$ cat config.mk
export PLATFORM = sky130hd
export DESIGN_NAME = mdio_ctrl
export DESIGN_NICKNAME = d
export VERILOG_FILES = /design/src/rtl/mdio_pkg.sv /design/src/rtl/mdio_clkgen.sv /design/src/rtl/mdio_frame.sv /design/src/rtl/mdio_ctrl.sv
export SDC_FILE = /design/constraint.sdc
export NUM_CORES = 1
export LEC_CHECK = 0
export ABC_AREA = 1
export CAP_MARGIN = 20
export CORE_ASPECT_RATIO = 2
export CORE_MARGIN = 2
export CORE_UTILIZATION = 44
export CTS_CLUSTER_SIZE = 30
export DETAILED_ROUTE_END_ITERATION = 8
export PLACE_DENSITY = 0.61
export SLEW_MARGIN = 20
export SYNTH_ARGS = -nofsm -noshare
export SYNTH_HDL_FRONTEND = slang
export SYNTH_SLANG_ARGS = --single-unit
$ cat constraint.sdc
create_clock -name clk -period 3.9 [get_ports clk]
set_clock_uncertainty 0.2 [all_clocks]
set_input_delay 0.975 -clock clk [delete_from_list [all_inputs] [get_ports clk]]
set_output_delay 0.975 -clock clk [all_outputs]
set_load 0.1 [all_outputs]
$ cat src/rtl/mdio_pkg.sv
package mdio_pkg;
  localparam int PHY_AW     = 5;
  localparam int REG_AW     = 5;
  localparam int DATA_W     = 16;
  localparam int PRE_BITS   = 32;
  localparam int FRAME_BITS = PRE_BITS + 4 + PHY_AW + REG_AW + 2 + DATA_W;
  localparam int NPHY       = 1 << PHY_AW;

  typedef struct packed {
    logic              wr;
    logic [PHY_AW-1:0] phy;
    logic [REG_AW-1:0] regad;
    logic [DATA_W-1:0] data;
  } mdio_req_t;

  typedef enum logic [1:0] {
    RA_CTRL   = 2'd0,
    RA_ACCESS = 2'd1,
    RA_ALIVE  = 2'd2,
    RA_LINK   = 2'd3
  } reg_addr_e;
endpackage

$ cat src/rtl/mdio_clkgen.sv
module mdio_clkgen #(
  parameter int DIV_W = 16
) (
  input  logic             clk,
  input  logic             rst,
  input  logic [DIV_W-1:0] div,
  output logic             mdc,
  output logic             tick_fall,
  output logic             tick_rise
);
  logic [DIV_W-1:0] cnt, lim, half;
  logic [DIV_W:0]   lim_p1;

  always_comb begin
    lim    = (div == '0) ? DIV_W'(1) : div;
    lim_p1 = {1'b0, lim} + 1'b1;
    half   = lim_p1[DIV_W:1];
  end

  assign tick_fall = (cnt == '0);
  assign tick_rise = (cnt == half);

  always_ff @(posedge clk) begin
    if (rst) begin
      cnt <= '0;
      mdc <= 1'b1;
    end else begin
      cnt <= (cnt >= lim) ? '0 : cnt + 1'b1;
      if (tick_fall)      mdc <= 1'b0;
      else if (tick_rise) mdc <= 1'b1;
    end
  end
endmodule

$ cat src/rtl/mdio_frame.sv
module mdio_frame
  import mdio_pkg::*;
(
  input  logic              clk,
  input  logic              rst,
  input  logic              tick_fall,
  input  logic              tick_rise,
  input  logic              start,
  input  mdio_req_t         req,
  input  logic              mdio_i,
  output logic              busy,
  output logic              done,
  output logic              ack,
  output logic [DATA_W-1:0] rdata,
  output logic              mdio_o,
  output logic              mdio_oe
);
  localparam int IDX_W   = $clog2(FRAME_BITS);
  localparam int TA_POS  = FRAME_BITS - DATA_W - 2;
  localparam int ACK_POS = TA_POS + 1;
  localparam int DAT_POS = TA_POS + 2;

  logic [FRAME_BITS-1:0] sh;
  logic [IDX_W-1:0]      idx;
  logic                  armed, is_rd;

  always_ff @(posedge clk) begin
    if (rst) begin
      busy    <= 1'b0;
      done    <= 1'b0;
      ack     <= 1'b0;
      rdata   <= '0;
      mdio_o  <= 1'b1;
      mdio_oe <= 1'b0;
      sh      <= '0;
      idx     <= '0;
      armed   <= 1'b0;
      is_rd   <= 1'b0;
    end else begin
      done <= 1'b0;
      if (!busy) begin
        if (start) begin
          busy  <= 1'b1;
          armed <= 1'b0;
          idx   <= '0;
          is_rd <= !req.wr;
          ack   <= 1'b0;
          sh    <= {{PRE_BITS{1'b1}}, 2'b01, (req.wr ? 2'b01 : 2'b10), req.phy, req.regad,
                    (req.wr ? 2'b10 : 2'b11), (req.wr ? req.data : {DATA_W{1'b1}})};
        end
      end else if (tick_fall) begin
        mdio_o  <= sh[FRAME_BITS-1];
        mdio_oe <= !(is_rd && idx >= IDX_W'(TA_POS));
        armed   <= 1'b1;
      end else if (tick_rise && armed) begin
        if (is_rd && idx == IDX_W'(ACK_POS)) ack <= !mdio_i;
        if (is_rd && idx >= IDX_W'(DAT_POS)) rdata <= {rdata[DATA_W-2:0], mdio_i};
        sh <= sh << 1;
        if (idx == IDX_W'(FRAME_BITS - 1)) begin
          busy    <= 1'b0;
          done    <= 1'b1;
          mdio_oe <= 1'b0;
          armed   <= 1'b0;
        end else begin
          idx <= idx + 1'b1;
        end
      end
    end
  end
endmodule

$ cat src/rtl/mdio_ctrl.sv
module mdio_ctrl
  import mdio_pkg::*;
#(
  parameter int             DIV_W    = 16,
  parameter logic [DIV_W-1:0] DIV_RST = '1,
  parameter int             SCAN_REG = 1,
  parameter int             LINK_BIT = 2
) (
  input  logic        clk,
  input  logic        rst,
  input  logic        reg_wr,
  input  logic [1:0]  reg_addr,
  input  logic [31:0] reg_wdata,
  output logic [31:0] reg_rdata,
  output logic        mdc,
  output logic        mdio_o,
  output logic        mdio_oe,
  input  logic        mdio_i
);
  logic [DIV_W-1:0]  div_q;
  logic              en_q, go_q, ack_q, idle_q;
  logic              srv_user, srv_scan;
  mdio_req_t         user_req, scan_req, eng_req;
  logic [NPHY-1:0]   alive_q, link_q;
  logic [PHY_AW-1:0] scan_ptr;
  logic              tick_fall, tick_rise, start;
  logic              eng_busy, eng_done, eng_ack;
  logic [DATA_W-1:0] eng_rdata;
  logic              wdata_unused;

  assign wdata_unused = ^reg_wdata[29:26];

  mdio_clkgen #(.DIV_W(DIV_W)) u_clk (
    .clk(clk), .rst(rst), .div(div_q), .mdc(mdc),
    .tick_fall(tick_fall), .tick_rise(tick_rise)
  );

  always_comb begin
    scan_req = '{wr: 1'b0, phy: scan_ptr, regad: REG_AW'(SCAN_REG), data: '0};
    eng_req  = go_q ? user_req : scan_req;
    start    = !eng_busy && !srv_user && !srv_scan && (go_q || en_q);
  end

  mdio_frame u_frame (
    .clk(clk), .rst(rst), .tick_fall(tick_fall), .tick_rise(tick_rise),
    .start(start), .req(eng_req), .mdio_i(mdio_i),
    .busy(eng_busy), .done(eng_done), .ack(eng_ack), .rdata(eng_rdata),
    .mdio_o(mdio_o), .mdio_oe(mdio_oe)
  );

  always_ff @(posedge clk) begin
    if (rst) begin
      div_q     <= DIV_RST;
      en_q      <= 1'b0;
      go_q      <= 1'b0;
      ack_q     <= 1'b0;
      user_req  <= '0;
      alive_q   <= '0;
      link_q    <= '0;
      scan_ptr  <= '0;
      srv_user  <= 1'b0;
      srv_scan  <= 1'b0;
      idle_q    <= 1'b1;
      reg_rdata <= '0;
    end else begin
      if (start) begin
        srv_user <= go_q;
        srv_scan <= !go_q;
      end
      if (eng_done && srv_user) begin
        go_q     <= 1'b0;
        srv_user <= 1'b0;
        ack_q    <= eng_ack;
        if (!user_req.wr) user_req.data <= eng_rdata;
      end
      if (eng_done && srv_scan) begin
        srv_scan          <= 1'b0;
        alive_q[scan_ptr] <= eng_ack;
        link_q[scan_ptr]  <= eng_ack & eng_rdata[LINK_BIT];
        scan_ptr          <= scan_ptr + 1'b1;
      end
      if (reg_wr) begin
        case (reg_addr_e'(reg_addr))
          RA_CTRL: begin
            div_q <= reg_wdata[DIV_W-1:0];
            en_q  <= reg_wdata[30];
          end
          RA_ACCESS: if (!go_q) begin
            go_q     <= reg_wdata[31];
            ack_q    <= 1'b0;
            user_req <= '{wr: reg_wdata[30], phy: reg_wdata[20:16],
                          regad: reg_wdata[25:21], data: reg_wdata[15:0]};
          end
          default: ;
        endcase
      end
      idle_q <= !en_q && !go_q && !eng_busy && !srv_user && !srv_scan;
      case (reg_addr_e'(reg_addr))
        RA_CTRL:   reg_rdata <= {idle_q, en_q, {(30-DIV_W){1'b0}}, div_q};
        RA_ACCESS: reg_rdata <= {go_q, user_req.wr, ack_q, 3'b000,
                                 user_req.regad, user_req.phy, user_req.data};
        RA_ALIVE:  reg_rdata <= alive_q;
        default:   reg_rdata <= link_q;
      endcase
    end
  end
endmodule

==> metrics, run 1 <==
run status finished clean; Startpoint Class flop; number of antenna repair diodes 0; y dimension of the die 234 µm; final-report setup violation count 0; routed wire length per instance 16.7 µm; Crit Path Category reg2reg; row count 84; Die Span X 119 µm; Floorplan Core Area 26200 µm²; P_leak 5.81 nW; via count 10700; highest net fanout along the worst path 35; Seq cells post-synth 260; Cell Chain, Critical Path nor4_1 -> a41o_1 -> ha_1 -> inv_1 -> nor2_1 -> nand3_1 -> xor2_1 -> nand2_1 -> nor2_1 -> nand2_1 -> nor2_1 -> nand3_2 -> nand2_1 -> nand3_2 -> inv_2 -> buf_12 -> nor2_1 -> nor2_1; half-perimeter wire length of the detailed placement result 23900 µm; capturing element type of the critical path flop; number of H-tree levels 1; vias in the first global route 10400; Mapped Area 11600 µm²; final standard cell count with taps included and fillers excluded 2008; summed negative setup slack over all endpoints 0 ns; most numerous cell types in the synthesized netlist 263 x sky130_fd_sc_hd__nand2_1, 262 x sky130_fd_sc_hd__nor2_1, 260 x sky130_fd_sc_hd__dfxtp_1; CTS tree built; required time of the critical path 4.17 ns; number of nets in the synthesized netlist 1672; post-cts repair resize count 0; Worst EP arrival 3.67 ns; Root Buffer sky130_fd_sc_hd__clkbuf_16; total CTS buffers 25; gate count of the mapped netlist 1610; cell type of the slowest stage on the worst timing path sky130_fd_sc_hd__dfxtp_1; worst supply voltage drop on vdd 0.358 mV; drt initial violations 636; detail-routed via count per cell 5.34; worst slew margin relative to its limit 0.342; CTS clk-pin slew, worst paths 0.06 ns; nets@finish 1711; share of the clock period used by the worst path 0.872; worst skew pair latency 0.57 ns; number of max-cap violations 0; most repeated library cell on the critical path sky130_fd_sc_hd__nor2_1; top cell type by total area after synthesis sky130_fd_sc_hd__dfxtp_1; Inst Count DP 1965; Congestion Overflow GR 0; area share of the largest cell type after synthesis 0.448; count of flip-flops with a built-in enable after synthesis 0; wire length after detailed routing 33500 µm; Yosys Warn Count 0; cts hold-fix bufs 0; most instantiated library cell after synthesis sky130_fd_sc_hd__nand2_1; Hold Vio Cnt, Final 0; TritonRoute pass-1 iters 5; fraction of layout instances using a drive strength above 1 0.0589; number of remaining DRC errors 0; biggest area contributors in the synthesized netlist sky130_fd_sc_hd__dfxtp_1 45%, sky130_fd_sc_hd__o21ai_0 8.5%, sky130_fd_sc_hd__nand2_1 8.5%; fraction of synthesis flops using an asynchronous set or reset pin 0; number of nets with antenna violations after detailed routing 0; I/O pin total 73; Syn Area/Cell 7.22 µm²; Primary FF master, synth sky130_fd_sc_hd__dfxtp_1; Max Fclk 294 MHz; final count of pins violating max slew 0; transition time at the pin with the least slew margin 0.985 ns; RSZ-0062 raised after global routing false; clock tree sinks 260; share of synthesized area occupied by flip-flops and latches 0.448; areal power density over the cells 469 nW/µm²; routability congestion estimate 0.862; setup bufs post-CTS 0; initial antenna violation count 0; area added between synthesis and finish 15.3%; wire length of the first global-routing pass 53900 µm; maximum number of buffers from clock root to sink 3; post-synthesis cell type count 35; max incr delay on CP 0.37 ns; overall fraction of global-route tracks in use 0.240; Period minus WS final 3.40 ns; Worst Hold Class reg2reg; full die area 27800 µm²; starting utilization of the core area 0.444; pin count of the biggest net entering global routing 70; number of buffers inserted by port buffering 68
-- area by class of cell --
type	count	area (µm²)
clock buffers	35	703
clock inverters	7	81.3
fillers	2635	12800
inverters	167	632
multi-input cells	1097	5420
flip-flops and latches	260	5200
well taps	344	430
repair buffers	98	925
-- metrics by stage --
step	cell area [µm²]	hold slack [ns]	total power [mW]	util	worst slack, ns
2_1_floorplan	11600	0.235	3.67	-	1.05
3_3_place_gp	12600	0.248	3.94	0.482	0.466
3_5_place_dp	12600	0.258	3.95	0.482	0.495
4_1_cts	13400	0.268	6.34	0.512	0.470
5_1_grt	13400	0.290	6.57	0.512	0.112
6_report	13400	0.266	6.29	0.512	0.500
-- cell usage in the layout, fill, tap and decap left out, drive strengths merged --
master / count
a41o: 1
nor2: 265
o21a: 2
a21oi: 120
bufinv: 1
or2: 2
buf: 44
xor2: 9
o31ai: 2
dfxtp: 260
o221ai: 12
nor4: 9
clkbuf: 35
clkinv: 4
o41ai: 1
o21ai: 203
a2111oi: 2
nor3b: 5
nand3: 55
a22oi: 14
inv: 169
nor3: 18
xnor2: 3
mux2i: 6
o211ai: 48
ha: 24
clkdlybuf4s50: 54
a31oi: 1
nand2: 263
nand4: 32
-- worst paths after layout --
path,end,slack [ns],start,cells after the start
min,reg_rdata[28],0.27,alive_q[28],2
min reg2reg,reg_rdata[28],0.27,alive_q[28],2
max,u_frame.sh[48],0.50,div_q[15],18
max reg2reg,u_frame.sh[48],0.50,div_q[15],18
-- critical path: cells and delay by family, from the launching register on --
family / cells / cell delay (ns)
adder cells (fa/ha/maj): 1 / 0.25
buffers and inverters: 3 / 0.50
AND/OR/NAND/NOR: 12 / 1.55
XOR/XNOR: 1 / 0.16
flip-flops: 1 / 0.37
AO/OA/AOI/OAI: 1 / 0.28
-- cells by family after synthesis --
| logic type | count (synthesis) | share of synthesized area |
|---|---|---|
| simple gates | 649 | 0.232 |
| compound gates | 406 | 0.194 |
| flops | 260 | 0.448 |
| buf+inv | 253 | 0.0859 |
| fa+ha+maj | 24 | 0.0258 |
| xor+xnor | 12 | 0.00904 |
| mux | 6 | 0.00517 |
-- sequential cells by signal, indices dropped and copies added (netlist names), 5 cells and up --
| register | flops |
|---|---|
| alive_q | 32 |
| scan_ptr | 5 |
| user_req | 27 |
| u_frame.sh | 64 |
| u_frame.idx | 6 |
| link_q | 32 |
| u_clk.cnt | 16 |
| u_frame.rdata | 16 |
| div_q | 16 |
| reg_rdata | 32 |
-- layer usage --
metal / vias up / GRT usage / share of wire
li1: 5406 / - / -
met1: 5019 / 0.261 / 0.39
met2: 206 / 0.449 / 0.52
met3: 85 / 0.0236 / 0.030
met4: 0 / 0.140 / 0.057
met5: - / 0 / 0
-- power by group --
group | leakage [nW] | internal (mW) | switching, mW
Clock | 0.390 | 1.33 | 1.07
Combinational | 3.30 | 0.320 | 0.660
Sequential | 2.12 | 2.82 | 0.0917
(Power assumes the default switching activity.)
==> run 2: changes to the inputs <==
--- a/config.mk
+++ b/config.mk
@@ -13,7 +13,7 @@
 export CTS_CLUSTER_SIZE = 30
 export DETAILED_ROUTE_END_ITERATION = 8
 export PLACE_DENSITY = 0.61
-export SLEW_MARGIN = 20
+export SLEW_MARGIN = 30
 export SYNTH_ARGS = -nofsm -noshare
 export SYNTH_HDL_FRONTEND = slang
 export SYNTH_SLANG_ARGS = --single-unit
==> run 2 against run 1 <==
Register-to-register slack barely moved. Global-route usage did not move. Maximum frequency rose by 0.21%. Die area did not move. Core utilization barely moved. Highest routed layer unchanged. Critical path depth fell by 1. Setup slack improved by 0.0070 ns. Sequential power barely moved. Worst hold slack got worse by 0.0015 ns. Non-clock buffer count fell by 1. Combinational power barely moved. Cell area barely moved.
==> metrics, run 2 (same netlist as run 1, synthesis figures left out) <==
run status finished clean; summed negative setup slack over all endpoints 0 ns; Die Span X 119 µm; vias in the first global route 10400; y dimension of the die 234 µm; RSZ-0062 raised after global routing false; post-cts repair resize count 0; Max Fclk 295 MHz; most repeated library cell on the critical path sky130_fd_sc_hd__nor2_1; drt initial violations 667; initial antenna violation count 0; number of antenna repair diodes 0; Worst Hold Class reg2reg; total stage count of the critical path 17; R2R cell count 17; capturing element type of the critical path flop; cts hold-fix bufs 0; half-perimeter wire length of the detailed placement result 23900 µm; pin count of the biggest net entering global routing 70; clock tree sinks 260; P_leak 5.80 nW; overall fraction of global-route tracks in use 0.240; worst supply voltage drop on vdd 0.358 mV; commonest non-fill, non-tap cells in the layout 263 x sky130_fd_sc_hd__nand2_1, 261 x sky130_fd_sc_hd__nor2_1, 260 x sky130_fd_sc_hd__dfxtp_1, 198 x sky130_fd_sc_hd__o21ai_0, 160 x sky130_fd_sc_hd__inv_1; internal power of the cells 4.47 mW; hold depth 2; transition time at the pin with the least slew margin 0.985 ns; Period minus WS final 3.39 ns; wire length after detailed routing 33500 µm; routability congestion estimate 0.862; relative contribution of combinational cells to total power 0.156; fraction of layout instances using a drive strength above 1 0.0589; TritonRoute pass-1 iters 5; final-report setup violation count 0; areal power density over the cells 469 nW/µm²; CTS tree built; starting utilization of the core area 0.444; Worst EP arrival 3.69 ns; portion of total power attributed to sequential cells 0.463; number of buffers inserted by port buffering 68; number of nets with antenna violations after detailed routing 0; number of flip-flops under the largest register name 64; Cell Chain, Critical Path nor4_1 -> a41o_1 -> ha_1 -> inv_1 -> nor2_1 -> nand3_1 -> xor2_1 -> nand2_1 -> nor2_1 -> nand2_1 -> nor2_1 -> nand3_2 -> inv_2 -> nand3_4 -> inv_2 -> nor2_1 -> nor2_1; detail-routed via count per cell 5.34; maximum number of buffers from clock root to sink 3; cell type of the slowest stage on the worst timing path sky130_fd_sc_hd__dfxtp_1; nets@finish 1710; Crit Path Category reg2reg; Hold Vio Cnt, Final 0; share of the clock period used by the worst path 0.870; area added between synthesis and finish 15.2%; net switching power figure 1.82 mW; area after detailed placement 12600 µm²; worst skew pair latency 0.57 ns; Startpoint Class flop; Root Buffer sky130_fd_sc_hd__clkbuf_16; register with the highest flop count u_frame.sh; Clk pwr share 0.381; worst slew margin relative to its limit 0.342; CTS clk-pin slew, worst paths 0.06 ns; max incr delay on CP 0.37 ns; row count 84; highest net fanout along the worst path 17; number of remaining DRC errors 0; total CTS buffers 25; gate family responsible for the most delay along the worst path simple AND/OR/NAND/NOR gates; final count of pins violating max slew 0; Congestion Overflow GR 0; setup bufs post-CTS 0; required time of the critical path 4.19 ns; count of filler cells inserted in the layout 2633; routed wire length per instance 16.7 µm; fin area 13400 µm²; I/O pin total 73; full die area 27800 µm²; worst path bufs/invs 3; Floorplan Core Area 26200 µm²; number of H-tree levels 1; via count 10700; wire length of the first global-routing pass 53900 µm; number of max-cap violations 0; most common cell after layout, fill and taps aside sky130_fd_sc_hd__nand2_1; switching part of the total power 0.289
-- run 2: cell types whose count changed in the layout (fill, tap and decap cells not counted) --
cell / delta
sky130_fd_sc_hd__buf_6: -1
sky130_fd_sc_hd__nand3_1: -1
sky130_fd_sc_hd__nand3_2: +1
-- run 2: final cells by class --
cell class	count	area (µm²)	area share
clock buffers	35	703	0.0525
well taps	344	430	0.0321
repair buffers	97	913	0.0682
inverters	167	632	0.0472
clock inverters	7	81.3	0.00607
multi-input cells	1097	5430	0.405
flip-flops and latches	260	5200	0.389
-- run 2: layer usage --
| metal | wire length (µm) | global-route usage | part of all wire |
|---|---|---|---|
| met4 | 1920 | 0.140 | 0.057 |
| met5 | 0 | 0 | 0 |
| met1 | 13200 | 0.261 | 0.40 |
| met3 | 1010 | 0.0236 | 0.030 |
| met2 | 17300 | 0.449 | 0.52 |
-- run 2: worst paths after layout --
| check | to | from | slack, ns |
|---|---|---|---|
| max | u_frame.rdata[4] | div_q[15] | 0.51 |
| min | reg_rdata[28] | alive_q[28] | 0.26 |
| max reg2reg | u_frame.rdata[4] | div_q[15] | 0.51 |
| min reg2reg | reg_rdata[28] | alive_q[28] | 0.26 |
-- run 2: stage by stage --
step	worst slack [ns]	power, mW	hold slack, ns	cells	util
detailed placement	0.495	3.95	0.258	1965	0.482
finish	0.507	6.29	0.265	2007	0.512
floorplan	1.05	3.67	0.235	1610	-
global route	0.112	6.57	0.290	2007	0.512
CTS	0.470	6.34	0.268	2007	0.512
global placement	0.466	3.94	0.248	1965	0.482
-- run 2: worst reg2reg max path, stage by stage, from the launching register on --
cell and delay [ns]:
sky130_fd_sc_hd__dfxtp_1 0.37, sky130_fd_sc_hd__nor4_1 0.36, sky130_fd_sc_hd__a41o_1 0.28, sky130_fd_sc_hd__ha_1 0.24
sky130_fd_sc_hd__inv_1 0.08, sky130_fd_sc_hd__nor2_1 0.21, sky130_fd_sc_hd__nand3_1 0.17, sky130_fd_sc_hd__xor2_1 0.16
sky130_fd_sc_hd__nand2_1 0.07, sky130_fd_sc_hd__nor2_1 0.10, sky130_fd_sc_hd__nand2_1 0.08, sky130_fd_sc_hd__nor2_1 0.12
sky130_fd_sc_hd__nand3_2 0.10, sky130_fd_sc_hd__inv_2 0.12, sky130_fd_sc_hd__nand3_4 0.20, sky130_fd_sc_hd__inv_2 0.31
sky130_fd_sc_hd__nor2_1 0.08, sky130_fd_sc_hd__nor2_1 0.11
-- run 2: power groups by stage --
stage	combinational [mW]	clock, mW	sequential [mW]
3_5_place_dp	0.980	0	2.97
3_3_place_gp	0.972	0	2.97
2_1_floorplan	0.611	0	3.06
4_1_cts	0.985	2.45	2.91
5_1_grt	1.10	2.54	2.93
6_report	0.981	2.39	2.91
